File: config.mk
export PLATFORM = sky130hd
export DESIGN_NAME = poleDiscordDet
export DESIGN_NICKNAME = d
export VERILOG_FILES = /design/src/rtl/pdd_pkg.sv /design/src/rtl/bitSync.sv /design/src/rtl/pddCtrl.sv /design/src/rtl/pddDatapath.sv /design/src/rtl/poleDiscordDet.sv
export SDC_FILE = /design/constraint.sdc
export NUM_CORES = 1
export LEC_CHECK = 0
export BUFFER_PORTS_ARGS = -buffer_cell sky130_fd_sc_hd__buf_2
export CORE_MARGIN = 2
export CORE_UTILIZATION = 35
export DETAILED_ROUTE_END_ITERATION = 16
export REMOVE_ABC_BUFFERS = 1
export SYNTH_ARGS = -nofsm -noshare
export SYNTH_HDL_FRONTEND = slang
export SYNTH_HIERARCHICAL = 1
export SYNTH_SLANG_ARGS = --single-unit
File: constraint.sdc
create_clock -name clk -period 2.8 [get_ports clk]
set_input_delay 0.28 -clock clk [delete_from_list [all_inputs] [get_ports clk]]
set_output_delay 0.28 -clock clk [all_outputs]
set_load 0.005 [all_outputs]
File: src/rtl/pdd_pkg.sv
package pdd_pkg;
  typedef struct packed {
    logic checkEn;
  } pddStrobe_t;

  localparam int POLES = 3;
endpackage

File: src/rtl/bitSync.sv
module bitSync #(
  parameter int W = 3
) (
  input  logic         clk,
  input  logic         rst,
  input  logic [W-1:0] din,
  output logic [W-1:0] dout
);
  logic [W-1:0] stage1;
  logic [W-1:0] stage2;

  always_ff @(posedge clk) begin
    if (rst) begin
      stage1 <= '0;
      stage2 <= '0;
    end else begin
      stage1 <= din;
      stage2 <= stage1;
    end
  end

  assign dout = stage2;
endmodule

File: src/rtl/pddCtrl.sv
module pddCtrl
  import pdd_pkg::*;
#(
  parameter int DLY_W = 8
) (
  input  logic             clk,
  input  logic             rst,
  input  logic             spTrip,
  input  logic             cycleTick,
  input  logic [DLY_W-1:0] delaySetting,
  output pddStrobe_t       strobe
);
  localparam int CNT_W = DLY_W + 1;

  logic             tripQ;
  logic             running;
  logic [DLY_W-1:0] tickCnt;
  logic             fallEdge;
  logic [CNT_W-1:0] nextCnt;
  logic             delayDone;

  assign fallEdge  = tripQ & ~spTrip;
  assign nextCnt   = {1'b0, tickCnt} + CNT_W'(1);
  assign delayDone = nextCnt >= {1'b0, delaySetting};

  always_ff @(posedge clk) begin
    if (rst) begin
      tripQ   <= 1'b0;
      running <= 1'b0;
      tickCnt <= '0;
    end else begin
      tripQ <= spTrip;
      if (fallEdge) begin
        tickCnt <= '0;
        running <= (delaySetting != '0);
      end else if (running && cycleTick) begin
        if (delayDone) begin
          running <= 1'b0;
          tickCnt <= '0;
        end else begin
          tickCnt <= nextCnt[DLY_W-1:0];
        end
      end
    end
  end

  always_comb begin
    strobe.checkEn = ~spTrip & ~running & ~fallEdge;
  end


  restart_chk: assert property (@(posedge clk) disable iff (rst)
    (fallEdge && delaySetting != '0) |=> (running && tickCnt == '0));


  zeroDelay_chk: assert property (@(posedge clk) disable iff (rst)
    (fallEdge && delaySetting == '0) |=> !running);


  noTickHold_chk: assert property (@(posedge clk) disable iff (rst)
    (running && !cycleTick && !fallEdge) |=> (running && $stable(tickCnt)));
endmodule

File: src/rtl/pddDatapath.sv
module pddDatapath
  import pdd_pkg::*;
(
  input  logic             clk,
  input  logic             rst,
  input  logic [POLES-1:0] brk1Raw,
  input  logic [POLES-1:0] brk2Raw,
  input  logic             secondEn,
  input  pddStrobe_t       strobe,
  output logic             pd1,
  output logic             pd2
);
  logic [POLES-1:0] brk1Sync;
  logic [POLES-1:0] brk2Sync;
  logic             mismatch1;
  logic             mismatch2;

  bitSync #(.W(POLES)) u_sync1 (.clk(clk), .rst(rst), .din(brk1Raw), .dout(brk1Sync));
  bitSync #(.W(POLES)) u_sync2 (.clk(clk), .rst(rst), .din(brk2Raw), .dout(brk2Sync));

  function automatic logic polesDiffer(input logic [POLES-1:0] p);
    return !((p == '0) || (p == '1));
  endfunction

  assign mismatch1 = polesDiffer(brk1Sync);
  assign mismatch2 = polesDiffer(brk2Sync);

  always_ff @(posedge clk) begin
    if (rst) begin
      pd1 <= 1'b0;
      pd2 <= 1'b0;
    end else begin
      pd1 <= strobe.checkEn & mismatch1;
      pd2 <= strobe.checkEn & secondEn & mismatch2;
    end
  end


  pd1Cause_chk: assert property (@(posedge clk) disable iff (rst)
    pd1 |-> $past(strobe.checkEn && mismatch1));


  agreeDrop_chk: assert property (@(posedge clk) disable iff (rst)
    (!mismatch1) |=> !pd1);


  pd2Gate_chk: assert property (@(posedge clk) disable iff (rst)
    (!secondEn) |=> !pd2);
endmodule

File: src/rtl/poleDiscordDet.sv
module poleDiscordDet
  import pdd_pkg::*;
#(
  parameter int DLY_W = 8
) (
  input  logic             clk,
  input  logic             rst,
  input  logic [2:0]       brk1Poles,
  input  logic [2:0]       brk2Poles,
  input  logic             spTrip,
  input  logic             cycleTick,
  input  logic [DLY_W-1:0] delaySetting,
  input  logic             secondEn,
  output logic             pd1,
  output logic             pd2
);
  pddStrobe_t strobe;

  pddCtrl #(.DLY_W(DLY_W)) u_ctrl (
    .clk(clk), .rst(rst), .spTrip(spTrip), .cycleTick(cycleTick),
    .delaySetting(delaySetting), .strobe(strobe)
  );

  pddDatapath u_dp (
    .clk(clk), .rst(rst), .brk1Raw(brk1Poles), .brk2Raw(brk2Poles),
    .secondEn(secondEn), .strobe(strobe), .pd1(pd1), .pd2(pd2)
  );


  tripHold_chk: assert property (@(posedge clk) disable iff (rst)
    spTrip |=> (!pd1 && !pd2));


  resetClr_chk: assert property (@(posedge clk)
    rst |=> (!pd1 && !pd2));
endmodule

Yosys cells after proc, flatten, opt, wreduce, memory -nomap -nowiden:

Index checks and enable logic that the tools add are counted.

* register bits: 24
* bits of input ports: 19
* word-level logic and storage cells: 38

* add/subtract/negate cells: 1
* order comparisons: 1
* equality and inequality tests: 2
* muxes and demuxes: 4
* bitwise logic cells: 9
* reduce and logical (&&, ||, !) cells: 12

Operators with widths (number)
* $add 8x1->9 const B: 1
* $ge 9x8->1: 1
* $mux 8: 1
* $reduce_bool 8->1: 1
* $and 1x1->1: 6
* $eq 3x3->1 const B: 2
* $logic_not 3->1: 2
* $reduce_bool 2->1: 2
* $mux 1: 3
* $not 1->1: 3
* $logic_not 1->1: 2
* $logic_or 1x1->1: 2
* $reduce_and 2->1: 1
* $reduce_or 2->1: 1
* $logic_and 1x1->1: 1

Depth between registers and ports, before layout:

* depth after elaboration: 6
* gate-level depth with buffers: 11
* depth with buffers taken out: 10

Modules after synthesis:

The synthesis kept the hierarchy.

Modules (own cells, without submodules)
* pddCtrl: times used 1, cells an instance 80, area an instance 732.0 um2, seq. area each 200.2 um2
* bitSync: times used 2, cells an instance 12, area an instance 157.7 um2, seq. area each 120.1 um2
* pddDatapath: times used 1, cells an instance 9, area an instance 95.1 um2, seq. area each 40.0 um2

Worst setup path before layout:

OpenSTA, ideal clock, no wires.

* kind: register to register
* from: register u_ctrl.tickCnt[0]
* to: register u_ctrl.tickCnt[2]
* arrival time: 2.143 ns
* data required time: 2.730 ns
* slack: 0.587 ns
* stages on the path, launching flop included: 12
* period minus slack after synthesis: 2.213 ns
* cells stage by stage: dfxtp_1 ha_1 and3_4 nand3_1 xnor2_1 ha_1 a21o_1 a2bb2oi_1 o31a_1 buf_2 o211ai_1 a21oi_1

* word-level cells in the longest chain between the ends: 3

Ends and longest elaborated chain
* start: declaration: RTL line pddCtrl.sv:17 `logic [DLY_W-1:0] tickCnt;`
* start signal: assignment: RTL line pddCtrl.sv:41 `tickCnt <= nextCnt[DLY_W-1:0];`
* $add 8x1->9 *: RTL line pddCtrl.sv:23 `assign nextCnt = {1'b0, tickCnt} + CNT_W'(1);`
* $ge 9x8->1: RTL line pddCtrl.sv:24 `assign delayDone = nextCnt >= {1'b0, delaySetting};`
* $mux 8 *: RTL line pddCtrl.sv:37 `if (delayDone) begin`

Mark *: on every way between the ends. The rest lies on a longest branch, timed or not.
A chain may end at the register's enable or synchronous reset.

Worst setup path in the final report:

Ends and elaborated chain as after synthesis.

==> qor_table.md <==
| Group | Quantity | Reported |
|:---|:---|:---|
| run | Number of max-cap violations | 0 |
| pwr | Leakage power of the design | 0.609 nW |
| worst hold path | Hold Path Cell Cnt | 2 |
| yosys | Number of flops mapped to enable cells by yosys | 0 |
| clock tree | CTS Buf Count | 3 |
| sta | Period minus WS final | 2.45 ns |
| yosys | Post-Synthesis Cell Area | 1140 um^2 |
| floorplanning | # IOs | 21 |
| yosys | Flop and latch count out of synthesis | 24 |
| clock tree | CTS Root Buffer Type | clkbuf_4 |
| drt | Post-detailed-route count of antenna-violating nets | 0 |
| floorplanning | Area enclosed by the die boundary | 3740 um^2 |
| yosys | Top-area cell type share of the netlist area | 42.1% |
| drt | Drt wl/cell | 12.0 um |
| global routing | Global-route track usage on met2 | 22.3% |
| clock tree | H-tree level count | 1 |
| placed design | Pre-CTS setup slack | 0.253 ns |
| pwr | Worst IR drop on VDD | 0.219 mV |
| clock tree | Clock slew at reported path FFs | 0.14 ns |
| final layout | Final cell count without fillers | 180 |
| final layout | Total number of nets in the final design | 165 |
| yosys | Sequential element share of the synthesized area | 42.1% |
| yosys | Top post-synthesis cells by count | dfxtp_1, nor2b_1, ha_1 |
| global routing | Largest net degree at the start of global routing | 19 |
| sta | Setup repair after global routing missed its margin | no |
| drt | Mean number of vias per cell | 4.89 |
| pwr | Sum of internal, switching and leakage power | 0.656 mW |
| yosys | Post-synth top flop | dfxtp_1 |
| worst setup path | Worst-case register-to-register setup slack | 0.35 ns |
| floorplanning | Effective utilization at floorplan | 37.1% |
| global routing | Grt total ovfl | 0 |
| worst setup path | Reg2Reg Depth | 10 |
| worst setup path | Critical path class | register to register |
| global routing | Global router's overall resource usage | 14.0% |
| yosys | Mean post-synth cell area | 10.1 um^2 |
| worst hold path | Hold Crit Start | brk1Poles[2] |
| clock tree | Worst-case clock buffer depth | 2 |
| global routing | Initial antenna violation count | 0 |
| drt | Violation count after the first detailed-route iteration | 11 |
| drt | Post-route DRC violation count | 0 |
| sta | Final worst-path setup slack | 0.351 ns |
| worst hold path | Hold Path End | u_dp/u_sync1/stage1[2] |
| sta | Period utilization | 87.5% |
| sta | Final setup TNS | 0 ns |
| final layout | Diodes inserted | 0 |
| floorplanning | Num rows | 20 |
| worst hold path | Worst hold path type | input port to register |
| status | Outcome | complete, no violations |
| sta | Final Skew | 0.00762 ns |
| placed design | # port buffers | 20 |
| drt | Final routed wirelength across all metal layers | 2.17 mm |
| global routing | Global-route wire length before repair | 3.90 mm |
| yosys | Ys async rst share | 0% |
| drt | DR vias | 881 |
| placed design | Placed inst area | 1290 um^2 |
| floorplanning | Chip height | 61.1 um |
| worst setup path | Launching element of the worst setup path | u_ctrl/tickCnt[0] |
| floorplanning | Area of the core | 3080 um^2 |
| sta | Final max-slew violation count | 0 |
| worst setup path | Category of the worst setup path launch point | register |
| placed design | Routability congestion estimate | 0.834 |
| sta | Maximum frequency from static timing analysis | 0.408 GHz |
| final layout | Area of all placed cells without fillers | 1350 um^2 |
| placed design | Number of instances in the placed design | 176 |
| worst setup path | CP max FO | 10 |
| worst setup path | Critical Path RT | 3.06 ns |
| sta | Worst slew pin tran | 0.493 ns |
| worst setup path | Worst flop-to-flop path endpoint | u_ctrl/tickCnt[2] |
| clock tree | Post-cts hold buffer count | 0 |
| yosys | Gate count after technology mapping | 113 |
| sta | Count of final setup violators | 0 |
| global routing | Via count of the first global-routing pass | 893 |
| sta | Number of hold-slack violations in the final timing report | 0 |
| yosys | Most used standard cell by instance count after synthesis | dfxtp_1 |
| pwr | Ratio of total power to cell area | 487 nW/um^2 |
| placed design | HPWL after detailed placement | 1.66 mm |
| yosys | Synthesis Warnings | 6 |
| global routing | Routing usage on met3 | 2.52% |
| clock tree | Skew-Pair Late Insertion Delay | 0.31 ns |
| global routing | Met1 track demand over resource | 18.7% |
| drt | Length of the first detailed-routing pass in iterations | 4 |
| worst setup path | Critical Path Sink Type | register |
| final layout | Share of final-layout standard cells stronger than drive strength 1 | 22.8% |
| clock tree | Clock tree from TritonCTS | yes |
| worst setup path | Data arrival time at the worst-slack endpoint | 2.71 ns |
| yosys | Cell types occupying the most area after synthesis | dfxtp_1, ha_1, nor2b_1 |
| worst setup path | Origin of the critical flop-to-flop path | u_ctrl/tickCnt[0] |
| yosys | Netlist cell types | 31 |
| yosys | Leading area contributor after synthesis | dfxtp_1 |
| final layout | Area Overhead vs Synth | 17.9% |
| sta | Slew Limit Headroom | 67.0% |
| floorplanning | Die Width | 61.1 um |
| global routing | Most used routing layer in global routing | met2 |
| clock tree | Sink count of the clock tree | 24 |
worst max-delay path by stage:
stage                              endpoint  slack (ns)  depth (start not counted)
after detailed placement  u_ctrl/tickCnt[2]        0.25                         10
after global routing      u_ctrl/tickCnt[2]        0.16                         10
final                     u_ctrl/tickCnt[2]        0.35                         10
after global placement    u_ctrl/tickCnt[2]        0.38                         10
after floorplan           u_ctrl/tickCnt[2]        0.56                         10
after CTS                 u_ctrl/tickCnt[2]        0.22                         10
report_power, final:
group	internal [mW]	switching (mW)
clock	0.145	0.104
combinational	0.0247	0.0260
sequential	0.352	0.00446
total	0.522	0.135
per-layer routing:
metal	vias up	part of all wire [%]
met4	0	0.69
met2	19	49
met5	-	0
li1	452	-
met1	408	48
met3	2	2.9
layout make-up:
cell class                      count  area (um^2)
Fill cell                         313         1730
Multi-Input combinational cell     80          628
Sequential cell                    24          480
Timing Repair Buffer               20          100
Tap cell                           44         55.1
Clock inverter                      1         30.0
Inverter                            8         30.0
Clock buffer                        3         22.5
repair_timing:
item	in CTS	in global routing
endpoints found under the setup margin	0	1
setup buffers	0	0
gates resized for setup	0	1
through the flow:
| stage | util [%] | hold WS (ns) |
|---|---|---|
| after floorplan | - | 0.351 |
| after global placement | 42.0 | 0.426 |
| after detailed placement | 42.0 | 0.424 |
| after CTS | 43.7 | 0.150 |
| after global routing | 43.7 | 0.137 |
| final | 43.7 | 0.162 |
critical path: stages, from the launching register on:
cell,delay (ns)
dfxtp_1,0.43
ha_1,0.27
and3_4,0.23
nand3_1,0.09
xnor2_1,0.21
ha_1,0.29
a21o_1,0.17
a2bb2oi_1,0.14
o31a_2,0.29
o211ai_1,0.12
a21oi_1,0.15
sequential cells by signal, indices dropped and copies added (netlist names):
name and flops:
u_dp/u_sync2/stage1 3, u_dp/pd1 1, u_dp/u_sync1/dout 3, u_ctrl/tripQ 1, u_ctrl/tickCnt 8, u_dp/pd2 1
u_dp/u_sync1/stage1 3, u_ctrl/running 1, u_dp/u_sync2/dout 3
placed cells by master, fill, tap and decap left out:
cell,n
clkbuf_4,3
and3_1,3
nor2b_1,15
a32o_1,5
a31oi_4,1
nor4b_2,1
nand3_1,6
nor4_1,2
a21oi_1,2
o31a_2,1
o211ai_1,1
bufinv_16,1
nor4b_4,1
xnor2_1,4
o21ai_0,1
o21ai_1,1
inv_1,8
a21o_1,2
a31oi_1,4
or2_1,1
xor2_1,2
nand2b_1,1
a2bb2oi_1,1
ha_1,9
mux2i_1,1
nor3_1,4
nand3b_1,1
buf_2,20
nor3b_1,1
and3_4,2
nand2_1,6
a21oi_2,1
dfxtp_1,24
kinds of logic (layout without fill, tap and decap cells):
kind of cell | after synthesis | after routing | share of synthesized area [%]
compound gates | 20 | 20 | 14.5
xor+xnor | 6 | 6 | 4.60
fa+ha+maj | 9 | 9 | 9.86
buf+inv | 9 | 32 | 3.07
flops | 24 | 24 | 42.1
mux | 1 | 1 | 0.876
simple gates | 44 | 44 | 25.1
Power figures use the tool's default switching activity.
